<file path="config.mk">
export PLATFORM = sky130hd
export DESIGN_NAME = dram_strobe_ctrl
export DESIGN_NICKNAME = d
export VERILOG_FILES = /design/src/rtl/drc_pkg.sv /design/src/rtl/drc_refresh_timer.sv /design/src/rtl/drc_ras_meter.sv /design/src/rtl/dram_strobe_ctrl.sv
export SDC_FILE = /design/constraint.sdc
export NUM_CORES = 1
export LEC_CHECK = 0
export BUFFER_PORTS_ARGS = -buffer_cell sky130_fd_sc_hd__buf_4
export CAP_MARGIN = 40
export CORE_ASPECT_RATIO = 0.75
export CORE_MARGIN = 2
export CORE_UTILIZATION = 49
export CTS_CLUSTER_SIZE = 24
export DETAILED_ROUTE_END_ITERATION = 10
export GPL_TIMING_DRIVEN = 1
export PLACE_DENSITY_LB_ADDON = 0.1
export SLEW_MARGIN = 10
export SYNTH_ARGS = -nofsm -noshare
export SYNTH_HDL_FRONTEND = slang
export SYNTH_HIERARCHICAL = 1
export SYNTH_SLANG_ARGS = --single-unit
</file>
<file path="constraint.sdc">
create_clock -name clk -period 2 [get_ports clk]
set_input_delay 0.1 -clock clk [delete_from_list [all_inputs] [get_ports clk]]
set_output_delay 0.1 -clock clk [all_outputs]
set_load 0.03 [all_outputs]
</file>
<file path="src/rtl/drc_pkg.sv">
package drc_pkg;

  typedef enum logic [2:0] {
    S_IDLE,
    S_ACT,
    S_CAS_ON,
    S_CAS_OFF,
    S_PAGE_WAIT,
    S_HOLD,
    S_REF,
    S_PRE
  } drc_state_e;

  typedef enum logic [1:0] {
    M_SINGLE = 2'd0,
    M_NIBBLE = 2'd1,
    M_PAGE   = 2'd2,
    M_ALT    = 2'd3
  } drc_mode_e;

  // low column bits of beat n of a nibble burst, wrapping mod 4
  function automatic logic [1:0] nib_step(input logic [1:0] start,
                                          input logic [1:0] beat);
    return start + beat;
  endfunction

  function automatic int tmax(input int a, input int b);
    return (a > b) ? a : b;
  endfunction

endpackage

</file>
<file path="src/rtl/drc_refresh_timer.sv">
module drc_refresh_timer #(
  parameter int PERIOD = 200,
  parameter int ROW_W  = 4
) (
  input  logic             clk,
  input  logic             rst_n,
  input  logic             ack,
  output logic             pending,
  output logic [ROW_W-1:0] row
);
  localparam int TW = (PERIOD > 1) ? $clog2(PERIOD) : 1;
  localparam logic [TW-1:0] LAST = TW'(PERIOD - 1);

  logic [TW-1:0] tcnt;
  logic          tick;

  assign tick = (tcnt == LAST);

  always_ff @(posedge clk or negedge rst_n) begin
    if (!rst_n) begin
      tcnt    <= '0;
      pending <= 1'b0;
      row     <= '0;
    end else begin
      tcnt <= tick ? '0 : tcnt + 1'b1;
      if (tick)
        pending <= 1'b1;
      else if (ack)
        pending <= 1'b0;
      if (ack)
        row <= row + 1'b1;
    end
  end
endmodule

</file>
<file path="src/rtl/drc_ras_meter.sv">
module drc_ras_meter #(
  parameter int T_RAS = 6
) (
  input  logic clk,
  input  logic rst_n,
  input  logic ras,
  output logic ras_ok
);
  localparam int RW = $clog2(T_RAS + 1);
  localparam logic [RW-1:0] SAT  = RW'(T_RAS);
  localparam logic [RW-1:0] NEED = RW'(T_RAS - 1);

  logic [RW-1:0] hi_cnt;

  always_ff @(posedge clk or negedge rst_n) begin
    if (!rst_n)
      hi_cnt <= '0;
    else if (!ras)
      hi_cnt <= '0;
    else if (hi_cnt != SAT)
      hi_cnt <= hi_cnt + 1'b1;
  end

  // true in the cycle that completes the minimum active time
  assign ras_ok = ras && (hi_cnt >= NEED);
endmodule

</file>
<file path="src/rtl/dram_strobe_ctrl.sv">
module dram_strobe_ctrl
  import drc_pkg::*;
#(
  parameter int ADDR_W     = 8,
  parameter int DATA_W     = 4,
  parameter int T_RCD      = 2,
  parameter int T_CAS      = 2,
  parameter int T_CP       = 1,
  parameter int T_RAS      = 6,
  parameter int T_RP       = 3,
  parameter int REF_PERIOD = 200
) (
  input  logic                  clk,
  input  logic                  rst_n,
  input  logic                  req_valid,
  output logic                  req_ready,
  input  logic                  req_write,
  input  logic [1:0]            req_mode,
  input  logic [ADDR_W-1:0]     req_addr,
  input  logic [4*DATA_W-1:0]   req_wdata,
  output logic                  col_ready,
  input  logic                  col_valid,
  input  logic                  col_end,
  input  logic [ADDR_W/2-1:0]   col_addr,
  input  logic [DATA_W-1:0]     col_wdata,
  output logic                  rd_valid,
  output logic [DATA_W-1:0]     rd_data,
  output logic [ADDR_W/2-1:0]   dram_addr,
  output logic                  dram_ras,
  output logic                  dram_cas,
  output logic                  dram_we,
  output logic [DATA_W-1:0]     dram_d,
  input  logic [DATA_W-1:0]     dram_q
);
  localparam int HALF_W = ADDR_W / 2;
  localparam int BURST  = 4;
  localparam int MAXT   = tmax(tmax(T_RCD, T_CAS), tmax(T_CP, T_RP));
  localparam int CNT_W  = $clog2(MAXT + 1);
  localparam logic [CNT_W-1:0] LD_RCD = CNT_W'(T_RCD - 1);
  localparam logic [CNT_W-1:0] LD_CAS = CNT_W'(T_CAS - 1);
  localparam logic [CNT_W-1:0] LD_CP  = CNT_W'(T_CP - 1);
  localparam logic [CNT_W-1:0] LD_RP  = CNT_W'(T_RP - 1);
  localparam logic [1:0]       LAST_BEAT = 2'(BURST - 1);

  drc_state_e              state;
  drc_mode_e               mode_r;
  logic [CNT_W-1:0]        cnt;
  logic [HALF_W-1:0]       row_r;
  logic [HALF_W-1:0]       col_r;
  logic [1:0]              beat;
  logic                    wr_r;
  logic [BURST*DATA_W-1:0] wd_r;

  // named internal events, also observed by the bound checker
  logic              ref_pending;
  logic [HALF_W-1:0] ref_row;
  logic              ref_ack;
  logic              ras_ok;
  logic              fsm_idle;
  logic              in_refresh;
  logic              cnt_done;
  logic              col_phase;
  logic              rd_capture;
  logic              accept;
  logic [HALF_W-1:0] col_now;

  function automatic logic [HALF_W-1:0] row_half(input logic [ADDR_W-1:0] a);
    return a[ADDR_W-1:HALF_W];
  endfunction

  function automatic logic [HALF_W-1:0] col_half(input logic [ADDR_W-1:0] a);
    return a[HALF_W-1:0];
  endfunction

  drc_refresh_timer #(
    .PERIOD (REF_PERIOD),
    .ROW_W  (HALF_W)
  ) u_refresh (
    .clk     (clk),
    .rst_n   (rst_n),
    .ack     (ref_ack),
    .pending (ref_pending),
    .row     (ref_row)
  );

  drc_ras_meter #(
    .T_RAS (T_RAS)
  ) u_ras_meter (
    .clk    (clk),
    .rst_n  (rst_n),
    .ras    (dram_ras),
    .ras_ok (ras_ok)
  );

  assign fsm_idle   = (state == S_IDLE);
  assign in_refresh = (state == S_REF);
  assign cnt_done   = (cnt == '0);
  assign ref_ack    = fsm_idle && ref_pending;
  assign req_ready  = fsm_idle && !ref_pending;
  assign accept     = req_ready && req_valid;
  assign col_ready  = (state == S_PAGE_WAIT);
  assign col_phase  = (state == S_CAS_ON) || (state == S_CAS_OFF) ||
                      (state == S_PAGE_WAIT);
  assign col_now    = {col_r[HALF_W-1:2], nib_step(col_r[1:0], beat)};
  assign rd_capture = (state == S_CAS_ON) && cnt_done && !wr_r;

  assign dram_ras  = !fsm_idle && (state != S_PRE);
  assign dram_cas  = (state == S_CAS_ON);
  assign dram_we   = dram_cas && wr_r;
  assign dram_addr = col_phase ? col_now : row_r;
  assign dram_d    = dram_we ? wd_r[int'(beat)*DATA_W +: DATA_W] : '0;

  always_ff @(posedge clk or negedge rst_n) begin
    if (!rst_n) begin
      state  <= S_IDLE;
      mode_r <= M_SINGLE;
      cnt    <= '0;
      row_r  <= '0;
      col_r  <= '0;
      beat   <= '0;
      wr_r   <= 1'b0;
      wd_r   <= '0;
    end else begin
      case (state)
        S_IDLE: begin
          if (ref_ack) begin
            state <= S_REF;
            row_r <= ref_row;
            wr_r  <= 1'b0;
          end else if (accept) begin
            state  <= S_ACT;
            cnt    <= LD_RCD;
            row_r  <= row_half(req_addr);
            col_r  <= col_half(req_addr);
            mode_r <= drc_mode_e'(req_mode);
            wr_r   <= req_write;
            wd_r   <= req_wdata;
            beat   <= '0;
          end
        end
        S_ACT: begin
          if (cnt_done) begin
            state <= S_CAS_ON;
            cnt   <= LD_CAS;
          end else begin
            cnt <= cnt - 1'b1;
          end
        end
        S_CAS_ON: begin
          if (!cnt_done) begin
            cnt <= cnt - 1'b1;
          end else if (mode_r == M_NIBBLE && beat != LAST_BEAT) begin
            state <= S_CAS_OFF;
            cnt   <= LD_CP;
          end else if (mode_r == M_PAGE) begin
            state <= S_PAGE_WAIT;
          end else begin
            state <= S_HOLD;
          end
        end
        S_CAS_OFF: begin
          if (cnt_done) begin
            state <= S_CAS_ON;
            cnt   <= LD_CAS;
            beat  <= beat + 1'b1;
          end else begin
            cnt <= cnt - 1'b1;
          end
        end
        S_PAGE_WAIT: begin
          if (col_valid) begin
            state             <= S_CAS_ON;
            cnt               <= LD_CAS;
            col_r             <= col_addr;
            wd_r[DATA_W-1:0]  <= col_wdata;
          end else if (col_end) begin
            state <= S_HOLD;
          end
        end
        S_HOLD, S_REF: begin
          if (ras_ok) begin
            state <= S_PRE;
            cnt   <= LD_RP;
          end
        end
        S_PRE: begin
          if (cnt_done)
            state <= S_IDLE;
          else
            cnt <= cnt - 1'b1;
        end
        default: state <= S_IDLE;
      endcase
    end
  end

  always_ff @(posedge clk or negedge rst_n) begin
    if (!rst_n) begin
      rd_valid <= 1'b0;
      rd_data  <= '0;
    end else begin
      rd_valid <= rd_capture;
      if (rd_capture)
        rd_data <= dram_q;
    end
  end
endmodule

</file>
======== After elaboration in Yosys (flattened, before gate mapping) ========
Index checks and enable logic that the tools add are counted.
cells by class
  magnitude comparators ................... 1
  divide/modulo/power cells ............... 0
  $mul .................................... 0
  shift operators ......................... 1
  equal/unequal tests ..................... 26
  $add $sub $neg .......................... 6
  mux-type cells .......................... 43
  reductions and logical operators ........ 28
  bitwise logic cells ..................... 1
operators with widths
  operator                                             count
  two-way mux 4 bit                                    10
  two-way mux 3 bit                                    11
  two-way mux 2 bit                                    11
  case mux 3 bit (6 select lines)                      1
  case mux 4 bit (2 select lines)                      2
  indexed part select 16 x 5 -> 4 bit                  1
  != test 2 bit, second input constant                 7
  equality test 3 bit, second input constant           4
  case mux 2 bit (6 select lines)                      1
  AND reduction 6 bit                                  2
  logical AND 1 bit                                    9
  adder 8 x 1 -> 8 bit, second input constant          1
  equality test 8 bit, second input constant           1
  two-way mux 8 bit                                    1
  != test 2 x 1 -> 1 bit, second input constant        4
  AND reduction 4 bit                                  2
  nonzero test 2 bit                                   4
  equality test 3 x 2 -> 1 bit, second input constant  2
  != test 3 x 2 -> 1 bit, second input constant        2
  != test 3 bit, second input constant                 2
  two-way mux 1 bit                                    5
  adder 4 x 1 -> 4 bit, second input constant          1
  case mux 2 bit (2 select lines)                      1
  OR reduction 2 bit                                   2
  other kinds (16)                                     19
storage, ports and cells
  logic and storage cells ................. 121
  ROM bits ................................ 0
  bits in registers ....................... 55
  latch bits .............................. 0
  bits in writable memories ............... 0
  memories kept ........................... 0
  input port bits ......................... 44

======== Logic depth before layout (Yosys ltp) ========
Gate-level depths: netlist (run 1).
  word-level depth ........................ 6
  gate-level depth with buffers ........... 9
  gate-level depth less buffers ........... 7

======== By module ========
The synthesis (run 1) kept the hierarchy.
modules (own cells, without submodules)
  module             area an instance (um^2)  times used  cells an instance
  dram_strobe_ctrl   2227.1                   1           227
  drc_refresh_timer  571.8                    1           49
  drc_ras_meter      182.7                    1           18

======== Worst setup path after synthesis (run 1) ========
No wires, ideal clock.
  path kind ............................... flip-flop to flip-flop
  start point ............................. register state[1]
  end point ............................... register state[0]
  buffers on the path ..................... 2
  arrival time ............................ 2.174 ns
  path slack .............................. -0.302 ns
  library setup time ...................... 0.128 ns
  cell stages (with the launch flop) ...... 9
  cell sequence ........................... dfrtp_1 buf_2 buf_2 mux2_2 o211a_1 nor3b_1 o21ai_0 nand4_2 mux2_1
between the ends
  cells in the longest elaborated chain, start to end .. 6
  elaborated cells between the ends (all ways) .. 26
ends and longest elaborated chain
  what                               RTL line                 RTL
  from (decl)                        dram_strobe_ctrl.sv:45   drc_state_e state;
  from (signal assigned)             dram_strobe_ctrl.sv:115  state <= S_IDLE;
  from (signal assigned)             dram_strobe_ctrl.sv:127  state <= S_REF;
  from (signal assigned)             dram_strobe_ctrl.sv:131  state <= S_ACT;
  logical NOT 3 bit                  dram_strobe_ctrl.sv:95   assign fsm_idle = (state == S_IDLE);
  logical NOT 1 bit                  dram_strobe_ctrl.sv:107  assign dram_ras = !fsm_idle && (state != S_PRE);
  logical AND 1 bit (*)              dram_strobe_ctrl.sv:107
  net dram_ras                       dram_strobe_ctrl.sv:29   output logic dram_ras,
  logical AND 1 bit (*)              drc_ras_meter.sv:25      assign ras_ok = ras && (hi_cnt >= NEED);
  net ras_ok                         dram_strobe_ctrl.sv:58   logic ras_ok;
  != test 2 bit (no line) (*)        n/a
  AND reduction 6 bit (no line) (*)  n/a
The timed path passes the listed nets; every way through them passes the cells marked *.
A chain may end at the register's enable or synchronous reset.

======== Final worst setup path (run 1) ========
  start point ............................. register state[0]
  end point ............................... register state[0]
between the ends
  cells in the longest elaborated chain, start to end .. 6
  elaborated cells between the ends (all ways) .. 26
ends and longest elaborated chain
  what                               RTL line
  logical NOT 3 bit                  dram_strobe_ctrl.sv:95
  logical NOT 1 bit                  dram_strobe_ctrl.sv:107
  logical AND 1 bit (*)              dram_strobe_ctrl.sv:107
  logical AND 1 bit (*)              drc_ras_meter.sv:25
  net ras_ok                         dram_strobe_ctrl.sv:58
  != test 2 bit (no line) (*)        n/a
  AND reduction 6 bit (no line) (*)  n/a
Marked as above.

==> run_results.csv, run 1 <==
group,metric,value,unit
status,status,"finished clean",
clocking,cts_made_buffers,5,
clocking,cts_tree,"yes",
placement,place_congestion,0.8549,
yosys,synth_compound_area_share,12.63,%
routing,drt_iter0_drc,112,
run,maxCapViolCount,0,
yosys,synth.area.mux_share,10.24,%
timing,post-route-period-util,97.32,%
placement,io_buffers,61,
timing,grt_setup_unrepaired,"true",
yosys,synth_area,0.002982,mm2
routing,num_vias,2442,
timing,drv_slew,0,
grt,grt_pass1_vias,2332,
clocking,cts_sinks,55,
timing,slew_headroom,52.99,%
power_and_ir_drop,ir_drop,0.4993,mV
grt,grt_usage,21.06,%
worst_setup_path,startpoint,"state[0]",
clocking,cts_root_buf,"clkbuf_8",
yosys,yosysSeqAreaShare,46.16,%
routing,first_pass_iters,4,
worst_setup_path,cp-end-kind,"flip-flop",
clocking,clockBufferDepth,2,
layout,area_growth,29.92,%
power_and_ir_drop,p_leak,1.882,nW
timing,tightestPinTransition,705.2,ps
yosys,yosys.area_share.simple,20.52,%
yosys,syn_nets,348,
floorplan,die-area,0.006732,mm2
routing,wl,6.577,mm
worst_setup_path,worstPathMaxFanout,4,
worst_setup_path,r2r_cells,7,
worst_setup_path,start_kind,"flip-flop",
yosys,synthCells,294,
timing,finClkSkew,7.942,ps
clocking,clock_latency,310,ps
grt,gr-total-overflow,0,
yosys,synth_edf_count,0,
hold_path,min_path_type,"in2reg",
yosys,synth_top_family_by_area,"simple AND/OR/NAND/NOR gates",
worst_setup_path,required,2210,ps
timing,hold_viol,0,
routing,drc_errors,0,
routing,routedWlPerCell,14.36,um
power_and_ir_drop,power_density,1384,mW/mm2
grt,grt_pass1_wl,11.18,mm
timing,fin_tns_setup,0,ps
yosys,synth_fa_ha_area_share,4.196,%
timing,setup_viol,0,
worst_setup_path,rr_startpoint,"state[0]",
yosys,synth_xor_area_share,2.644,%
floorplan,core.rowCount,24,
timing,setup_ws,53.53,ps
worst_setup_path,crit_end,"state[0]",
grt,antenna_found_initial,0,
placement,dp_hpwl,4.642,mm
power_and_ir_drop,total_power,5.363,mW
floorplan,pin_count,62,
layout,fin_nets,433,
routing,ant_nets,0,
yosys,synth-seq-cells,55,
layout,layout-drive-gt1-share,31.32,%
worst_setup_path,ff2ff_setup_slack,50,ps
yosys,ys_types,58,
yosys,yosysWarnings,6,
worst_setup_path,worst-setup-path-type,"reg2reg",
floorplan,initial_core_util,50.92,%
clocking,htree_levels,2,
floorplan,die_w,94.08,um
layout,instances_no_fill,458,
placement,dp_cells,434,
timing,finalCriticalPeriod,1946,ps
floorplan,coreArea,0.005856,mm2
yosys,async_flop_share,100.0,%
yosys,syn_area_per_cell,10.14,um2
clocking,cts.clk_slew.worst_paths,100,ps
routing,viasPerCell,5.332,
grt,grt_max_degree,56,
layout,n_antenna_cell,0,
worst_setup_path,worstPathArrival,2150,ps
yosys,synth_ff_type,"dfrtp_1",
floorplan,die_h,71.56,um
placement,pre_cts_ws,25.87,ps
worst_setup_path,r2r_end,"state[0]",
timing,max_freq,0.5138,GHz
## cell type report
| class | count | area, um2 |
|---|---|---|
| clock buffer | 6 | 72.57 |
| clock inverter | 2 | 12.51 |
| fill | 485 | 1982 |
| inverter | 10 | 37.54 |
| multi-input combinational | 217 | 1562 |
| sequential | 55 | 1378 |
| tap | 78 | 97.59 |
| timing repair buffer | 90 | 714.4 |
## timing repair
item	in CTS	in global routing
hold buffers	14	0
gates resized for setup	2	7
pin swaps	2	6
endpoints found under the hold margin	68	0
setup buffers	0	2
setup endpoints to repair	8	15
## cell usage after synthesis (2+ instances only)
master / count / area share, %
inv_1: 10 / 1.3
a22o_1: 4 / 1.2
or2_2: 2 / 0.42
nor3b_1: 3 / 0.76
nand3_1: 8 / 1.3
dfrtp_1: 55 / 46
clkbuf_1: 2 / 0.25
xor2_1: 5 / 1.5
nand2_1: 63 / 7.9
ha_1: 10 / 4.2
a21oi_1: 4 / 0.67
and2_1: 2 / 0.42
mux2_1: 3 / 1.1
a21oi_2: 2 / 0.59
o21ai_0: 9 / 1.5
and3_1: 6 / 1.3
mux2_2: 9 / 3.4
nand3b_1: 2 / 0.50
nor3_1: 2 / 0.34
a211oi_1: 3 / 0.76
xnor2_1: 4 / 1.2
nand2b_1: 3 / 0.63
a31oi_1: 3 / 0.63
nor2_1: 12 / 1.5
nor2b_1: 2 / 0.42
buf_4: 5 / 1.3
o21ai_1: 9 / 1.5
mux4_2: 4 / 3.0
buf_2: 5 / 0.84
mux2i_1: 8 / 2.7
a21o_1: 7 / 1.8
o21a_1: 2 / 0.50
## metal layers
layer | part of all wire (%) | global-route usage (%) | wire, um | vias to the layer above
met5 | 0 | 0 | 0 | -
met4 | 0.90 | 5.958 | 59 | 0
met3 | 5.6 | 3.785 | 369 | 5
met2 | 44 | 31.67 | 2917 | 70
met1 | 49 | 31.66 | 3230 | 1157
li1 | - | - | - | 1210
## cells in the final DEF, fill, tap and decap left out, types with 2 or more instances in the layout
cell | synthesis | routed
a211oi_1 | 3 | 3
a21o_1 | 7 | 7
a21oi_1 | 4 | 4
a22o_1 | 4 | 4
a31oi_1 | 3 | 3
and2_1 | 2 | 2
and3_1 | 6 | 6
buf_4 | 5 | 75
clkbuf_8 | 0 | 5
dfrtp_1 | 55 | 54
dlygate4sd3_1 | 0 | 14
ha_1 | 10 | 10
inv_1 | 10 | 10
mux2_2 | 9 | 7
mux2_4 | 0 | 5
mux2i_1 | 8 | 8
mux4_2 | 4 | 4
nand2_1 | 63 | 63
nand2b_1 | 3 | 3
nand3_1 | 8 | 8
nand3b_1 | 2 | 2
nor2_1 | 12 | 10
nor2_2 | 1 | 3
nor2b_1 | 2 | 2
nor3_1 | 2 | 2
nor3b_2 | 1 | 2
o21a_1 | 2 | 2
o21ai_0 | 9 | 8
o21ai_1 | 9 | 10
xnor2_1 | 4 | 4
xor2_1 | 5 | 5
## cells by family (layout without fill, tap and decap cells)
kind of cell | count (synthesis) | in the layout
AO/OA/AOI/OAI | 54 | 54
XOR/XNOR | 9 | 9
adder cells (fa/ha/maj) | 10 | 10
buffers and inverters | 22 | 108
flip-flops | 55 | 55
multiplexers | 24 | 24
AND/OR/NAND/NOR | 120 | 120
## per-stage QoR
stage          utilization, %  hold slack (ps)  cell area [um2]
2_1_floorplan               -           -195.6             3029
3_3_place_gp            61.37            193.2             3593
3_5_place_dp            61.37            193.4             3593
4_1_cts                 65.32            4.276             3825
5_1_grt                 66.15            7.579             3874
6_report                66.15            4.006             3874
## critical path, cell delays in order, from the launching register on
cell and delay (ps):
dfrtp_1 400, or2_4 260, mux2_4 280, o211a_4 160, nor3b_2 170, o21ai_1 100
nand4_2 140, mux2_4 310
## state kept, by name, indices dropped and copies added (netlist names)
signal              count
wr_r                    1
col_r                   4
u_refresh/row           4
cnt                     2
u_ras_meter/hi_cnt      3
wd_r                   16
u_refresh/pending       1
rd_valid                1
mode_r                  2
beat                    2
u_refresh/tcnt          8
state                   3
row_r                   4
rd_data                 4
## worst min-delay path by stage
stage	start	to	slack (ps)	depth (start not counted)
2_1_floorplan	rst_n	beat[0]	-200	0
3_3_place_gp	rst_n	wd_r[15]	190	1
3_5_place_dp	rst_n	wd_r[15]	190	1
4_1_cts	req_write	wr_r	4	3
5_1_grt	dram_q[3]	rd_data[3]	8	2
6_report	req_wdata[7]	wd_r[7]	4	3
## power by group
group          switching, mW  total (mW)  leakage, nW  internal (mW)
logic                   1.55        2.96         1.15           1.40
registers              0.288        1.80        0.689           1.52
clock network          0.359       0.604       0.0412          0.246
total                   2.20        5.36         1.88           3.16
(Power assumes the default switching activity.)
==> run 2, diff against run 1 <==
- CORE_UTILIZATION: 49 -> 55
- clock period: 2 -> 1.9 ns (I/O delays scaled with it)
==> run_results.csv, run 2 (synthesized netlist as in run 1, its figures left out) <==
group,metric,value,unit
power_and_ir_drop,p_comb_share,58.6,%
grt,gr-total-overflow,0,
worst_setup_path,required,1800,ps
worst_setup_path,crit_path_frequent_cell,"buf_6",
power_and_ir_drop,total_power,6.394,mW
timing,finalCriticalPeriod,1955,ps
clocking,clockBufferDepth,2,
grt,grt_usage,24.56,%
power_and_ir_drop,p_leak,2.057,nW
clocking,clock_latency,320,ps
floorplan,pin_count,62,
clocking,cts.clk_slew.worst_paths,90,ps
grt,antenna_found_initial,0,
timing,setup_ws,-55.21,ps
hold_path,min_path_type,"in2reg",
layout,largest_register_ffs,16,
timing,post-route-period-util,102.9,%
routing,viasPerCell,5.294,
power_and_ir_drop,ir_drop,0.7488,mV
status,status,"complete, but fails checks",
grt,grtUsageMet2,36.94,%
layout,regMostFlops,"wd_r",
timing,finClkSkew,5.066,ps
power_and_ir_drop,p_int,3.887,mW
timing,slew_headroom,53.62,%
layout,n_antenna_cell,0,
worst_setup_path,crit_end,"dram_addr[0]",
status,violations,"setup timing",
routing,wl,7.133,mm
grt,grt_max_degree,56,
grt,use_met3,7.213,%
power_and_ir_drop,p_switching,2.508,mW
clocking,cts_sinks,55,
grt,grt_pass1_wl,11.16,mm
worst_setup_path,worstPathMaxFanout,13,
clocking,cts_tree,"yes",
clocking,cts_made_buffers,5,
layout,fin_area,0.004198,mm2
floorplan,core.rowCount,23,
layout,final_cell_mix,"buf_4, nand2_1, dfrtp_1, dlygate4sd3_1",
run,maxCapViolCount,0,
routing,routedWlPerCell,14.89,um
placement,dp_cells,437,
placement,io_buffers,61,
worst_setup_path,r2r_cells,7,
timing,drv_slew,0,
routing,drc_errors,0,
worst_setup_path,cp-end-kind,"primary output",
clocking,cts_root_buf,"clkbuf_8",
layout,top_regs,"wd_r (16), u_refresh/tcnt (8)",
clocking,htree_levels,2,
layout,fin_nets,458,
worst_setup_path,worst-setup-path-type,"reg2out",
worst_setup_path,worstPathArrival,1860,ps
hold_path,hold_depth,2,
placement,dp_hpwl,4.752,mm
timing,setup_viol,7,
placement,pre_cts_ws,-62.59,ps
grt,use_met1,35.55,%
worst_setup_path,ff2ff_setup_slack,-40,ps
routing,drt_iter0_drc,196,
timing,hold_viol,0,
layout,instances_no_fill,479,
layout,area_growth,40.79,%
routing,ant_nets,0,
timing,tightestPinTransition,695.8,ps
power_and_ir_drop,swShare,39.21,%
grt,busiest_layer,"met2",
worst_setup_path,start_kind,"flip-flop",
timing,fin_tns_setup,-283.6,ps
grt,grt_pass1_vias,2370,
routing,first_pass_iters,4,
worst_setup_path,rr_startpoint,"state[2]",
routing,num_vias,2536,
worst_setup_path,cpMaxStageDelayCell,"dfrtp_1",
worst_setup_path,cpPeakStageDelay,400,ps
power_and_ir_drop,power_density,1523,mW/mm2
floorplan,initial_core_util,56.31,%
worst_setup_path,r2r_end,"cnt[0]",
power_and_ir_drop,pwr-share-clk,11.9,%
floorplan,die_h,67.77,um
placement,place_congestion,0.8112,
hold_path,worstHoldStart,"dram_q[2]",
power_and_ir_drop,power_frac_seq,29.5,%
layout,post-route-util,79.28,%
worst_setup_path,path_cells,"buf_4, buf_6, nor3b_4, a21oi_4, mux2_4, buf_6",
timing,max_freq,0.5115,GHz
layout,layout-drive-gt1-share,34.90,%
floorplan,die-area,0.006032,mm2
floorplan,coreArea,0.005295,mm2
timing,whs,11.70,ps
timing,grt_setup_unrepaired,"true",
layout,layout_commonest_cell,"buf_4",
placement,postPlaceCellArea,0.003635,mm2
floorplan,die_w,89.02,um
worst_setup_path,startpoint,"state[0]",
-- run 2: how the worst min path moves through the flow --
stage / end / slack [ps]
3_3_place_gp: col_r[3] / 190
3_5_place_dp: col_r[3] / 190
4_1_cts: rd_data[2] / 5
6_report: rd_data[2] / 10
5_1_grt: rd_data[2] / 3
2_1_floorplan: beat[0] / -200
-- run 2: cell type report --
| class | count | area [um2] |
|---|---|---|
| Multi-Input combinational cell | 217 | 1594 |
| Sequential cell | 55 | 1378 |
| Fill cell | 350 | 1097 |
| Timing Repair Buffer | 115 | 988.4 |
| Tap cell | 75 | 93.84 |
| Clock buffer | 5 | 68.82 |
| Clock inverter | 2 | 37.54 |
| Inverter | 10 | 37.54 |
-- run 2: worst max-delay path, delay by kind of cell (launching register included) --
kind	cells	cell delay [ps]
muxes	1	330
AOI/OAI and AO/OA	1	90
and+or+nand+nor	1	250
DFF	1	400
buffers and inverters	3	480
-- run 2: power by group through the flow --
stage / combinational [mW] / sequential (mW) / clock (mW)
2_1_floorplan: 2.09 / 1.95 / 0
3_3_place_gp: 2.92 / 1.89 / 0
3_5_place_dp: 3.01 / 1.91 / 0
4_1_cts: 3.37 / 1.88 / 0.783
5_1_grt: 4.05 / 1.93 / 0.824
6_report: 3.75 / 1.88 / 0.762
-- run 2: layer usage --
| layer | part of all wire, % | routed length (um) |
|---|---|---|
| met1 | 47 | 3334 |
| met2 | 47 | 3343 |
| met3 | 5.5 | 389 |
| met4 | 0.91 | 65 |
| met5 | 0 | 0 |
-- run 2: repair_timing --
item,CTS,global route
buffers inserted,3,11
pin swaps,5,5
setup endpoints to repair,15,25
gates cloned,1,1
hold endpoints to repair,73,0
hold buffers,19,0
gates resized for setup,15,9
